File: src/rtl/npc_pkg.sv
package npc_pkg;
    localparam int OPC_W = 6;

    typedef enum logic [2:0] {
        K_SEQ,
        K_JREG,
        K_JOFS,
        K_CREG,
        K_COFS,
        K_BR
    } kind_e;

    typedef enum logic [2:0] {
        C_EQ,
        C_NE,
        C_SGT,
        C_SGE,
        C_UGT,
        C_UGE
    } cond_e;

    localparam logic [OPC_W-1:0] OP_JREG = 6'd48;
    localparam logic [OPC_W-1:0] OP_JOFS = 6'd56;
    localparam logic [OPC_W-1:0] OP_CREG = 6'd54;
    localparam logic [OPC_W-1:0] OP_COFS = 6'd62;
    localparam logic [OPC_W-1:0] OP_BEQ  = 6'd17;
    localparam logic [OPC_W-1:0] OP_BNE  = 6'd23;
    localparam logic [OPC_W-1:0] OP_BSGT = 6'd18;
    localparam logic [OPC_W-1:0] OP_BSGE = 6'd19;
    localparam logic [OPC_W-1:0] OP_BUGE = 6'd20;
    localparam logic [OPC_W-1:0] OP_BUGT = 6'd21;
endpackage

File: src/rtl/npc_decode.sv
module npc_decode
    import npc_pkg::*;
(
    input  logic [OPC_W-1:0] opc,
    output kind_e            kind,
    output cond_e            cond
);
    always_comb begin
        kind = K_SEQ;
        cond = C_EQ;
        unique case (opc)
            OP_JREG: kind = K_JREG;
            OP_JOFS: kind = K_JOFS;
            OP_CREG: kind = K_CREG;
            OP_COFS: kind = K_COFS;
            OP_BEQ:  begin kind = K_BR; cond = C_EQ;  end
            OP_BNE:  begin kind = K_BR; cond = C_NE;  end
            OP_BSGT: begin kind = K_BR; cond = C_SGT; end
            OP_BSGE: begin kind = K_BR; cond = C_SGE; end
            OP_BUGT: begin kind = K_BR; cond = C_UGT; end
            OP_BUGE: begin kind = K_BR; cond = C_UGE; end
            default: ;
        endcase
    end
endmodule

File: src/rtl/npc_compare.sv
module npc_compare
    import npc_pkg::*;
#(
    parameter int XLEN = 32
) (
    input  cond_e           cond,
    input  logic [XLEN-1:0] a,
    input  logic [XLEN-1:0] b,
    output logic            hit
);
    always_comb begin
        hit = 1'b0;
        unique case (cond)
            C_EQ:  hit = (a == b);
            C_NE:  hit = (a != b);
            C_SGT: hit = ($signed(a) >  $signed(b));
            C_SGE: hit = ($signed(a) >= $signed(b));
            C_UGT: hit = (a >  b);
            C_UGE: hit = (a >= b);
            default: hit = 1'b0;
        endcase
    end
endmodule

File: src/rtl/npc_ofs_add.sv
module npc_ofs_add #(
    parameter int XLEN  = 32,
    parameter int OFS_W = 16
) (
    input  logic [XLEN-1:0]  base,
    input  logic [OFS_W-1:0] ofs,
    output logic [XLEN-1:0]  sum
);
    localparam int EXT_W = XLEN - OFS_W - 2;

    logic [XLEN-1:0] scaled;
    assign scaled = {{EXT_W{ofs[OFS_W-1]}}, ofs, 2'b00};
    assign sum    = base + scaled;
endmodule

File: src/rtl/npc_unit.sv
module npc_unit
    import npc_pkg::*;
#(
    parameter int XLEN     = 32,
    parameter int INSN_W   = 32,
    parameter int BOFS_W   = 16,
    parameter int JOFS_W   = 26,
    parameter int RIDX_W   = 5,
    parameter int LINK_IDX = 29
) (
    input  logic              clk,
    input  logic              rst_n,
    input  logic [INSN_W-1:0] insn,
    input  logic [XLEN-1:0]   pc_now,
    input  logic [XLEN-1:0]   opnd_a,
    input  logic [XLEN-1:0]   opnd_b,
    output logic [XLEN-1:0]   pc_next,
    output logic              redirect,
    output logic              link_we,
    output logic [RIDX_W-1:0] link_idx,
    output logic [XLEN-1:0]   link_data
);
    localparam int              OPC_LSB = INSN_W - OPC_W;
    localparam logic [XLEN-1:0] STEP    = XLEN'(4);

    logic [OPC_W-1:0] opc;
    kind_e            kind;
    cond_e            cond;
    logic             hit;
    logic [XLEN-1:0]  seq_pc, br_tgt, j_tgt;
    logic [XLEN-1:0]  nx_pc;
    logic             nx_tk, nx_lw;
    logic             primed;

    assign opc    = insn[INSN_W-1:OPC_LSB];
    assign seq_pc = pc_now + STEP;

    npc_decode u_dec (.opc(opc), .kind(kind), .cond(cond));

    npc_compare #(.XLEN(XLEN)) u_cmp (
        .cond(cond), .a(opnd_a), .b(opnd_b), .hit(hit)
    );

    npc_ofs_add #(.XLEN(XLEN), .OFS_W(BOFS_W)) u_br_tgt (
        .base(pc_now), .ofs(insn[BOFS_W-1:0]), .sum(br_tgt)
    );

    npc_ofs_add #(.XLEN(XLEN), .OFS_W(JOFS_W)) u_j_tgt (
        .base(pc_now), .ofs(insn[JOFS_W-1:0]), .sum(j_tgt)
    );

    always_comb begin
        nx_pc = seq_pc;
        nx_tk = 1'b0;
        nx_lw = 1'b0;
        unique case (kind)
            K_JREG: begin nx_pc = opnd_a; nx_tk = 1'b1; end
            K_CREG: begin nx_pc = opnd_a; nx_tk = 1'b1; nx_lw = 1'b1; end
            K_JOFS: begin nx_pc = j_tgt;  nx_tk = 1'b1; end
            K_COFS: begin nx_pc = j_tgt;  nx_tk = 1'b1; nx_lw = 1'b1; end
            K_BR: begin
                if (hit) begin
                    nx_pc = br_tgt;
                    nx_tk = 1'b1;
                end
            end
            default: ;
        endcase
    end

    always_ff @(posedge clk or negedge rst_n) begin
        if (!rst_n) begin
            pc_next   <= '0;
            redirect  <= 1'b0;
            link_we   <= 1'b0;
            link_data <= '0;
            primed    <= 1'b0;
        end else begin
            pc_next   <= nx_pc;
            redirect  <= nx_tk;
            link_we   <= nx_lw;
            link_data <= nx_lw ? seq_pc : '0;
            primed    <= 1'b1;
        end
    end

    assign link_idx = RIDX_W'(LINK_IDX);

    a_r9_fallthrough: assert property (@(posedge clk) disable iff (!rst_n)
        (primed && !redirect) |-> (pc_next == $past(pc_now) + STEP));

    a_r4_link_data: assert property (@(posedge clk) disable iff (!rst_n)
        (primed && link_we) |-> (redirect && link_data == $past(pc_now) + STEP));

    a_r2_reg_jump: assert property (@(posedge clk) disable iff (!rst_n)
        (primed && $past(opc) == OP_JREG) |-> (pc_next == $past(opnd_a) && !link_we));

    a_r10_plain_op: assert property (@(posedge clk) disable iff (!rst_n)
        (primed && $past(kind) == K_SEQ) |-> (!redirect && !link_we));

    a_r5_equal_branch: assert property (@(posedge clk) disable iff (!rst_n)
        (primed && $past(opc) == OP_BEQ && $past(opnd_a) == $past(opnd_b)) |-> redirect);
endmodule

File: config.mk
export PLATFORM = sky130hd
export DESIGN_NAME = npc_unit
export DESIGN_NICKNAME = d
export VERILOG_FILES = /design/src/rtl/npc_pkg.sv /design/src/rtl/npc_decode.sv /design/src/rtl/npc_compare.sv /design/src/rtl/npc_ofs_add.sv /design/src/rtl/npc_unit.sv
export SDC_FILE = /design/constraint.sdc
export NUM_CORES = 1
export LEC_CHECK = 0
export BUFFER_PORTS_ARGS = -buffer_cell sky130_fd_sc_hd__buf_2
export CAP_MARGIN = 20
export CORE_UTILIZATION = 55
export DETAILED_ROUTE_END_ITERATION = 8
export PLACE_DENSITY = 0.88
export SLEW_MARGIN = 10
export SYNTH_ARGS = -nofsm -noshare
export SYNTH_HDL_FRONTEND = slang
export SYNTH_SLANG_ARGS = --single-unit
File: constraint.sdc
create_clock -name clk -period 0.8 [get_ports clk]
set_input_delay 0.08 -clock clk [delete_from_list [all_inputs] [get_ports clk]]
set_output_delay 0.08 -clock clk [all_outputs]
set_load 0.02 [all_outputs]
==> impl_metrics.py, run 1 <==
metrics = {
    "clock_network": {
        "cts.sinks": 66,
        "hold_buffers": 9,
        "htreeDepth": 3,
        "clk_path_buf_depth": 2,
        "cts_buffers": 9,
        "ctsResizeCount": 381,
        "postCtsSetupBuffers": 52,
        "clockRootBuffer": "clkbuf_16",
    },
    "synthesis": {
        "synth_xor_xnor_area_share_pct": 8.56,
        "synthSimpleGateAreaFrac_pct": 19.9,
        "syn_inst": 732,
        "yosys.area.top_type_share_pct": 26.4,
        "synth_fa_ha_area_share_pct": 15.3,
        "ys_types": 74,
        "yosys_warnings": 0,
        "synth_top_family_by_area": "compound AO/OA/AOI/OAI gates",
        "syn-cell-area_mm2": 0.00624,
        "synth_seq_cells": 66,
        "synth-compound-area-share_pct": 23.2,
        "synthArstFlopShare_pct": 100,
        "synth_area_leaders": "dfrtp_1 (26%), ha_1 (15%), xor2_1 (4.6%)",
        "ys_seq_area_share_pct": 26.4,
        "syn_area_per_cell_um2": 8.53,
        "synthMuxAreaShare_pct": 1.70,
        "ys.flop_type": "dfrtp_1",
        "synth_top_area_cell": "dfrtp_1",
        "synth_enable_flop_cells": 0,
    },
    "floorplan": {
        "start_util_pct": 57.1,
        "num_rows": 38,
        "io_pins": 201,
        "die_x_um": 109,
        "die_height_um": 109,
    },
    "status": {
        "toolErrorMsg": "[ERROR DPL-0038] Utilization greater than 100%, impossible to legalize",
        "status": "stopped before the end",
        "haltStage": "4_1_cts",
    },
    "placement": {
        "pre_cts_slack_ns": -2.00,
        "placed_area_mm2": 0.00980,
        "gp_congestion": 1.02,
        "port-buffer-count": 195,
        "hpwl_um": 23900,
    },
}
## through the flow
| step | cells | hold WS, ns |
|---|---|---|
| global placement | 1280 | 0.117 |
| detailed placement | 1280 | 0.127 |
| floorplan | 735 | -0.216 |
## kinds of logic after synthesis
kind of cell / Yosys count
flip-flops: 66
XOR/XNOR: 61
AND/OR/NAND/NOR: 249
other: 2
adder cells (fa/ha/maj): 76
AO/OA/AOI/OAI: 197
buffers and inverters: 71
multiplexers: 10
## cell usage after synthesis (5+ instances only)
library cell,n
a211oi_2,5
a21o_1,19
a21oi_1,49
a31oi_1,5
and2_1,10
and3_1,11
buf_4,7
clkbuf_1,9
dfrtp_1,66
ha_1,75
inv_1,51
mux2i_1,5
nand2_1,71
nand2b_1,8
nand3_1,14
nand4_1,15
nor2_1,65
nor2b_1,9
nor3_1,12
o211ai_1,10
o21a_1,7
o21ai_0,27
o21ai_1,8
o21bai_1,5
o221ai_1,20
or3_1,5
xnor2_1,28
xor2_1,33
==> inputs of run 2 (changes only) <==
--- a/config.mk
+++ b/config.mk
@@ -7,9 +7,9 @@
 export LEC_CHECK = 0
 export BUFFER_PORTS_ARGS = -buffer_cell sky130_fd_sc_hd__buf_2
 export CAP_MARGIN = 20
-export CORE_UTILIZATION = 55
+export CORE_UTILIZATION = 40
 export DETAILED_ROUTE_END_ITERATION = 8
-export PLACE_DENSITY = 0.88
+export PLACE_DENSITY_LB_ADDON = 0.15
 export SLEW_MARGIN = 10
 export SYNTH_ARGS = -nofsm -noshare
 export SYNTH_HDL_FRONTEND = slang
==> run 2 against run 1 <==
Net effect: the flow now finishes, with violations (negative setup slack); synthesized cell count stayed put; area after synthesis stayed put.
==> impl_metrics.py, run 2 <==
metrics = {
    "setup_path": {
        "critPathTopFamily": "compound AO/OA/AOI/OAI gates",
        "cp.required_ns": 1.05,
        "end_kind": "register",
        "critPathKind": "input pin to register",
        "path_cells": "buf_2, ha_4, a21o_1, a21o_1, a21oi_4, a21oi_2, o311a_1, o21ai_4, and3_4, clkinv_8, buf_8, o221ai_2",
        "critPathArrivalTime_ns": 2.54,
        "crit_path_max_incr_delay_ns": 0.34,
        "startpoint_type": "input pin",
        "path_depth": 12,
        "path_common_cell": "a21o_1",
        "crit_buf_inv": 3,
        "cpMaxStageDelayCell": "o311a_1",
        "critPathMaxFanout": 6,
    },
    "synthesis": {
        "synthArstFlopShare_pct": 100,
        "yosys.area.top_type_share_pct": 26.4,
        "ys_types": 74,
        "ys.flop_type": "dfrtp_1",
        "synth_seq_cells": 66,
        "syn_area_per_cell_um2": 8.53,
        "yosys_warnings": 0,
        "synth.most_common_cell": "ha_1",
        "syn-cell-area_mm2": 0.00624,
        "syn_inst": 732,
        "netlist_top_cells_count": "ha_1 (75), nand2_1 (71), dfrtp_1 (66), nor2_1 (65), inv_1 (51)",
        "synth_enable_flop_cells": 0,
        "synth_area_leaders": "dfrtp_1 (26%), ha_1 (15%), xor2_1 (4.6%)",
        "synth_top_area_cell": "dfrtp_1",
        "ys_seq_area_share_pct": 26.4,
    },
    "timing": {
        "rsz0062_at_grt": "yes",
        "setup_slack_ns": -1.49,
        "setup_violations": 132,
        "fmaxAchievable_mhz": 437,
        "period_share_pct": 286,
        "holdWs_ns": 0.00804,
        "slew_violations": 0,
        "hold_viol_final": 0,
        "period_minus_slack_ns": 2.29,
    },
    "global_routing": {
        "grtUsageTotal_pct": 34.3,
        "use_met3_pct": 6.37,
        "grt_use_met1_pct": 40.1,
        "grt_pass1_wl_um": 42600,
        "antenna_found_initial": 1,
        "grt-ovfl-total": 0,
        "grt_pass1_vias": 8131,
        "met2_usage_pct": 59.8,
        "grt-busiest-layer": "met2",
        "grt_max_degree": 44,
    },
    "placement": {
        "placed_area_mm2": 0.00999,
        "gp_congestion": 0.917,
        "placed_cells": 1343,
        "port-buffer-count": 195,
        "hpwl_um": 19200,
    },
    "clock_network": {
        "clockRootBuffer": "clkbuf_16",
        "cts_buffers": 9,
        "path_clk_slew_ns": 0.06,
        "cts.sinks": 66,
        "clk_path_buf_depth": 2,
        "htreeDepth": 3,
        "cts_tree": "built",
    },
    "drt": {
        "dr.pass1.iters": 5,
        "vias": 8161,
        "routedWlPerCell_um": 20.6,
        "drtIter0Drc": 619,
        "drc": 0,
        "routed_wl_um": 29300,
        "ant_nets": 0,
        "via_per_inst": 5.74,
    },
    "cells_and_area": {
        "fin_cells": 1421,
        "largestRegisters": "link_data x32, pc_next x32",
        "fill_cells": 830,
        "multi_input_area_mm2": 0.00577,
        "stdcell_area_mm2": 0.0124,
        "layout-drive-gt1-share_pct": 60.0,
        "syn_to_final_growth_pct": 98.5,
        "nets": 1431,
        "final_common_cell": "buf_4",
        "mostFrequentLayoutCells": "buf_4 (252), buf_6 (117), buf_2 (105)",
        "seq_area_mm2": 0.00165,
    },
    "floorplan": {
        "die_height_um": 127,
        "die_x_um": 127,
        "start_util_pct": 41.1,
        "dieArea_mm2": 0.0161,
        "num_rows": 45,
        "io_pins": 201,
        "core_area_mm2": 0.0152,
    },
    "power_and_ir_drop": {
        "ir_drop_v": 0.000901,
        "power_density_mw_per_mm2": 1200,
        "power.leakage_uw": 0.00583,
    },
    "status": {
        "status": "complete, but fails checks",
        "violations": "negative setup slack",
    },
    "min_path": {
        "worstHoldPathType": "input pin to register",
        "hold_path_depth": 2,
    },
    "run": {
        "maxCapViolations": 0,
    },
}
run 2: cell counts after synthesis:
Identical to the previous run, type by type.
run 2: final cells by class:
type | instances | area share [%]
Antenna cell | 3 | 0.0606
Clock buffer | 11 | 1.96
Clock inverter | 5 | 0.626
Inverter | 52 | 2.16
Multi-Input combinational cell | 598 | 46.5
Sequential cell | 66 | 13.3
Tap cell | 188 | 1.90
Timing Repair Buffer | 497 | 33.4
Timing Repair inverter | 1 | 0.0707
run 2: cells by family (layout without fill, tap and decap cells):
| logic type | count (synthesis) | count (layout) | synth area share, % |
|---|---|---|---|
| xor+xnor | 61 | 61 | 8.56 |
| compound gates | 197 | 197 | 23.2 |
| mux | 10 | 10 | 1.70 |
| flops | 66 | 66 | 26.4 |
| simple gates | 249 | 249 | 19.9 |
| fa+ha+maj | 76 | 76 | 15.3 |
| other cells | 2 | 8 | 0.120 |
| buf+inv | 71 | 566 | 4.77 |
run 2: worst paths after layout:
check	start	endpoint	slack [ns]
worst min-delay path	opnd_a[0]	pc_next[0]$_DFF_PN0_	0.008
min in group asynchronous	rst_n	pc_next[10]$_DFF_PN0_	0.25
max in group asynchronous	rst_n	link_data[24]$_DFF_PN0_	0.28
worst max-delay path	opnd_a[9]	pc_next[21]$_DFF_PN0_	-1.49
run 2: layer usage:
metal | vias up | share of wire (%)
li1 | 3633 | -
met1 | 3940 | 38
met2 | 447 | 49
met3 | 141 | 6.9
met4 | 0 | 6.0
met5 | - | 0
run 2: stage by stage:
step / utilization [%] / setup TNS (ns) / total power [uW] / setup slack [ns]
5_1_grt: 81.5 / -74.50 / 15500 / -1.55
4_1_cts: 79.1 / -62.54 / 14300 / -1.35
6_report: 81.5 / -70.66 / 14900 / -1.49
2_1_floorplan: - / -50.37 / 6510 / -1.54
3_3_place_gp: 65.7 / -81.06 / 9080 / -1.80
3_5_place_dp: 65.7 / -84.08 / 9130 / -1.88
run 2: where the power goes:
part           switching, uW  total (uW)  internal, uW
Combinational           3420        6860          3430
Sequential               112        3630          3520
Clock                   1620        4430          2810
Total                   5160       14900          9760
run 2: timing repair:
action	CTS	global route
cloned	4	0
pin swaps	92	47
setup endpoints to repair	132	132
endpoints found under the hold margin	70	0
hold buffers	3	0
gates resized for setup	296	71
buffers inserted	42	19
(Power assumes the default switching activity.)
==> inputs of run 3 (changes only) <==
--- a/config.mk
+++ b/config.mk
@@ -5,6 +5,7 @@
 export SDC_FILE = /design/constraint.sdc
 export NUM_CORES = 1
 export LEC_CHECK = 0
+export ABC_AREA = 1
 export BUFFER_PORTS_ARGS = -buffer_cell sky130_fd_sc_hd__buf_2
 export CAP_MARGIN = 20
 export CORE_UTILIZATION = 40
==> run 3 against run 2 <==
Net effect: the run now fails in 5_1_grt; synthesized cell count increased by 51%; area after synthesis rose by 14%.
==> impl_metrics.py, run 3 <==
metrics = {
    "timing": {
        "worst-ep-kind": "register data pin",
        "postGrtWorstEndpoint": "pc_next[20]$_DFF_PN0_/D",
    },
    "placement": {
        "hpwl_um": 24900,
        "port-buffer-count": 195,
        "gp_congestion": 0.954,
        "placed_area_mm2": 0.0111,
        "placed_cells": 1798,
    },
    "synthesis": {
        "ys_seq_area_share_pct": 23.1,
        "ys_types": 42,
        "synth_seq_cells": 66,
        "yosys.area.top_type_share_pct": 23.1,
        "synth_area_leaders": "dfrtp_1 (23%), nand2_1 (15%), ha_1 (13%)",
        "syn_inst": 1102,
        "netlist_top_cells_count": "nand2_1 (287), inv_1 (164), nor2_1 (111), nand3_1 (98), ha_1 (75)",
        "synth.most_common_cell": "nand2_1",
        "synthArstFlopShare_pct": 100,
        "ys.flop_type": "dfrtp_1",
        "yosys_warnings": 0,
        "syn-cell-area_mm2": 0.00713,
        "synth_top_area_cell": "dfrtp_1",
        "synth_enable_flop_cells": 0,
        "syn_area_per_cell_um2": 6.47,
    },
    "status": {
        "status": "stopped before the end",
        "haltStage": "5_1_grt",
        "toolErrorMsg": "[ERROR GRT-0232] Routing congestion too high. Check the congestion heatmap in the GUI.",
    },
    "floorplan": {
        "start_util_pct": 41.1,
        "die_x_um": 136,
        "num_rows": 48,
        "io_pins": 201,
        "die_height_um": 136,
    },
    "global_routing": {
        "grt-ovfl-total": 18,
        "antenna_found_initial": 5,
        "grtUsageTotal_pct": 73.2,
        "grt_max_degree": 46,
    },
    "clock_network": {
        "htreeDepth": 3,
        "cts.sinks": 66,
        "cts_buffers": 9,
        "clockRootBuffer": "clkbuf_16",
        "clk_path_buf_depth": 2,
    },
}
## run 3: cell count changes after synthesis, moves of 10 or more
cell and delta:
and2_1 -10, o221ai_1 -19, nand4_1 +15, and3_1 -10, inv_1 +113, nor2_1 +46
a21oi_1 +18, nand2_1 +216, nand3_1 +84, xnor2_1 -20
## run 3: repair_timing
item	CTS
setup buffers	43
hold buffers	6
resized for setup	408
cloned	8
endpoints found under the setup margin	131
pin swaps	76
endpoints found under the hold margin	71
## run 3: metrics by stage
| step | utilization, % | setup WS [ns] |
|---|---|---|
| CTS | 77.9 | -0.969 |
| detailed placement | 63.9 | -1.53 |
| global placement | 63.9 | -1.51 |
| floorplan | - | -1.07 |
## run 3: kinds of logic after synthesis
kind of cell	after synthesis	share of synthesized area (%)
AOI/OAI and AO/OA	140	11.2
other	2	0.105
and+or+nand+nor	594	36.7
xor gates and xnor gates	42	5.16
DFF	66	23.1
buffers and inverters	182	10.2
adders and majority gates	76	13.4
## run 3: metal layers
layer,track usage [%],GRT overflow
met2,87.9,9
met5,46.9,0
met4,64.3,7
met1,74.3,2
met3,60.9,0
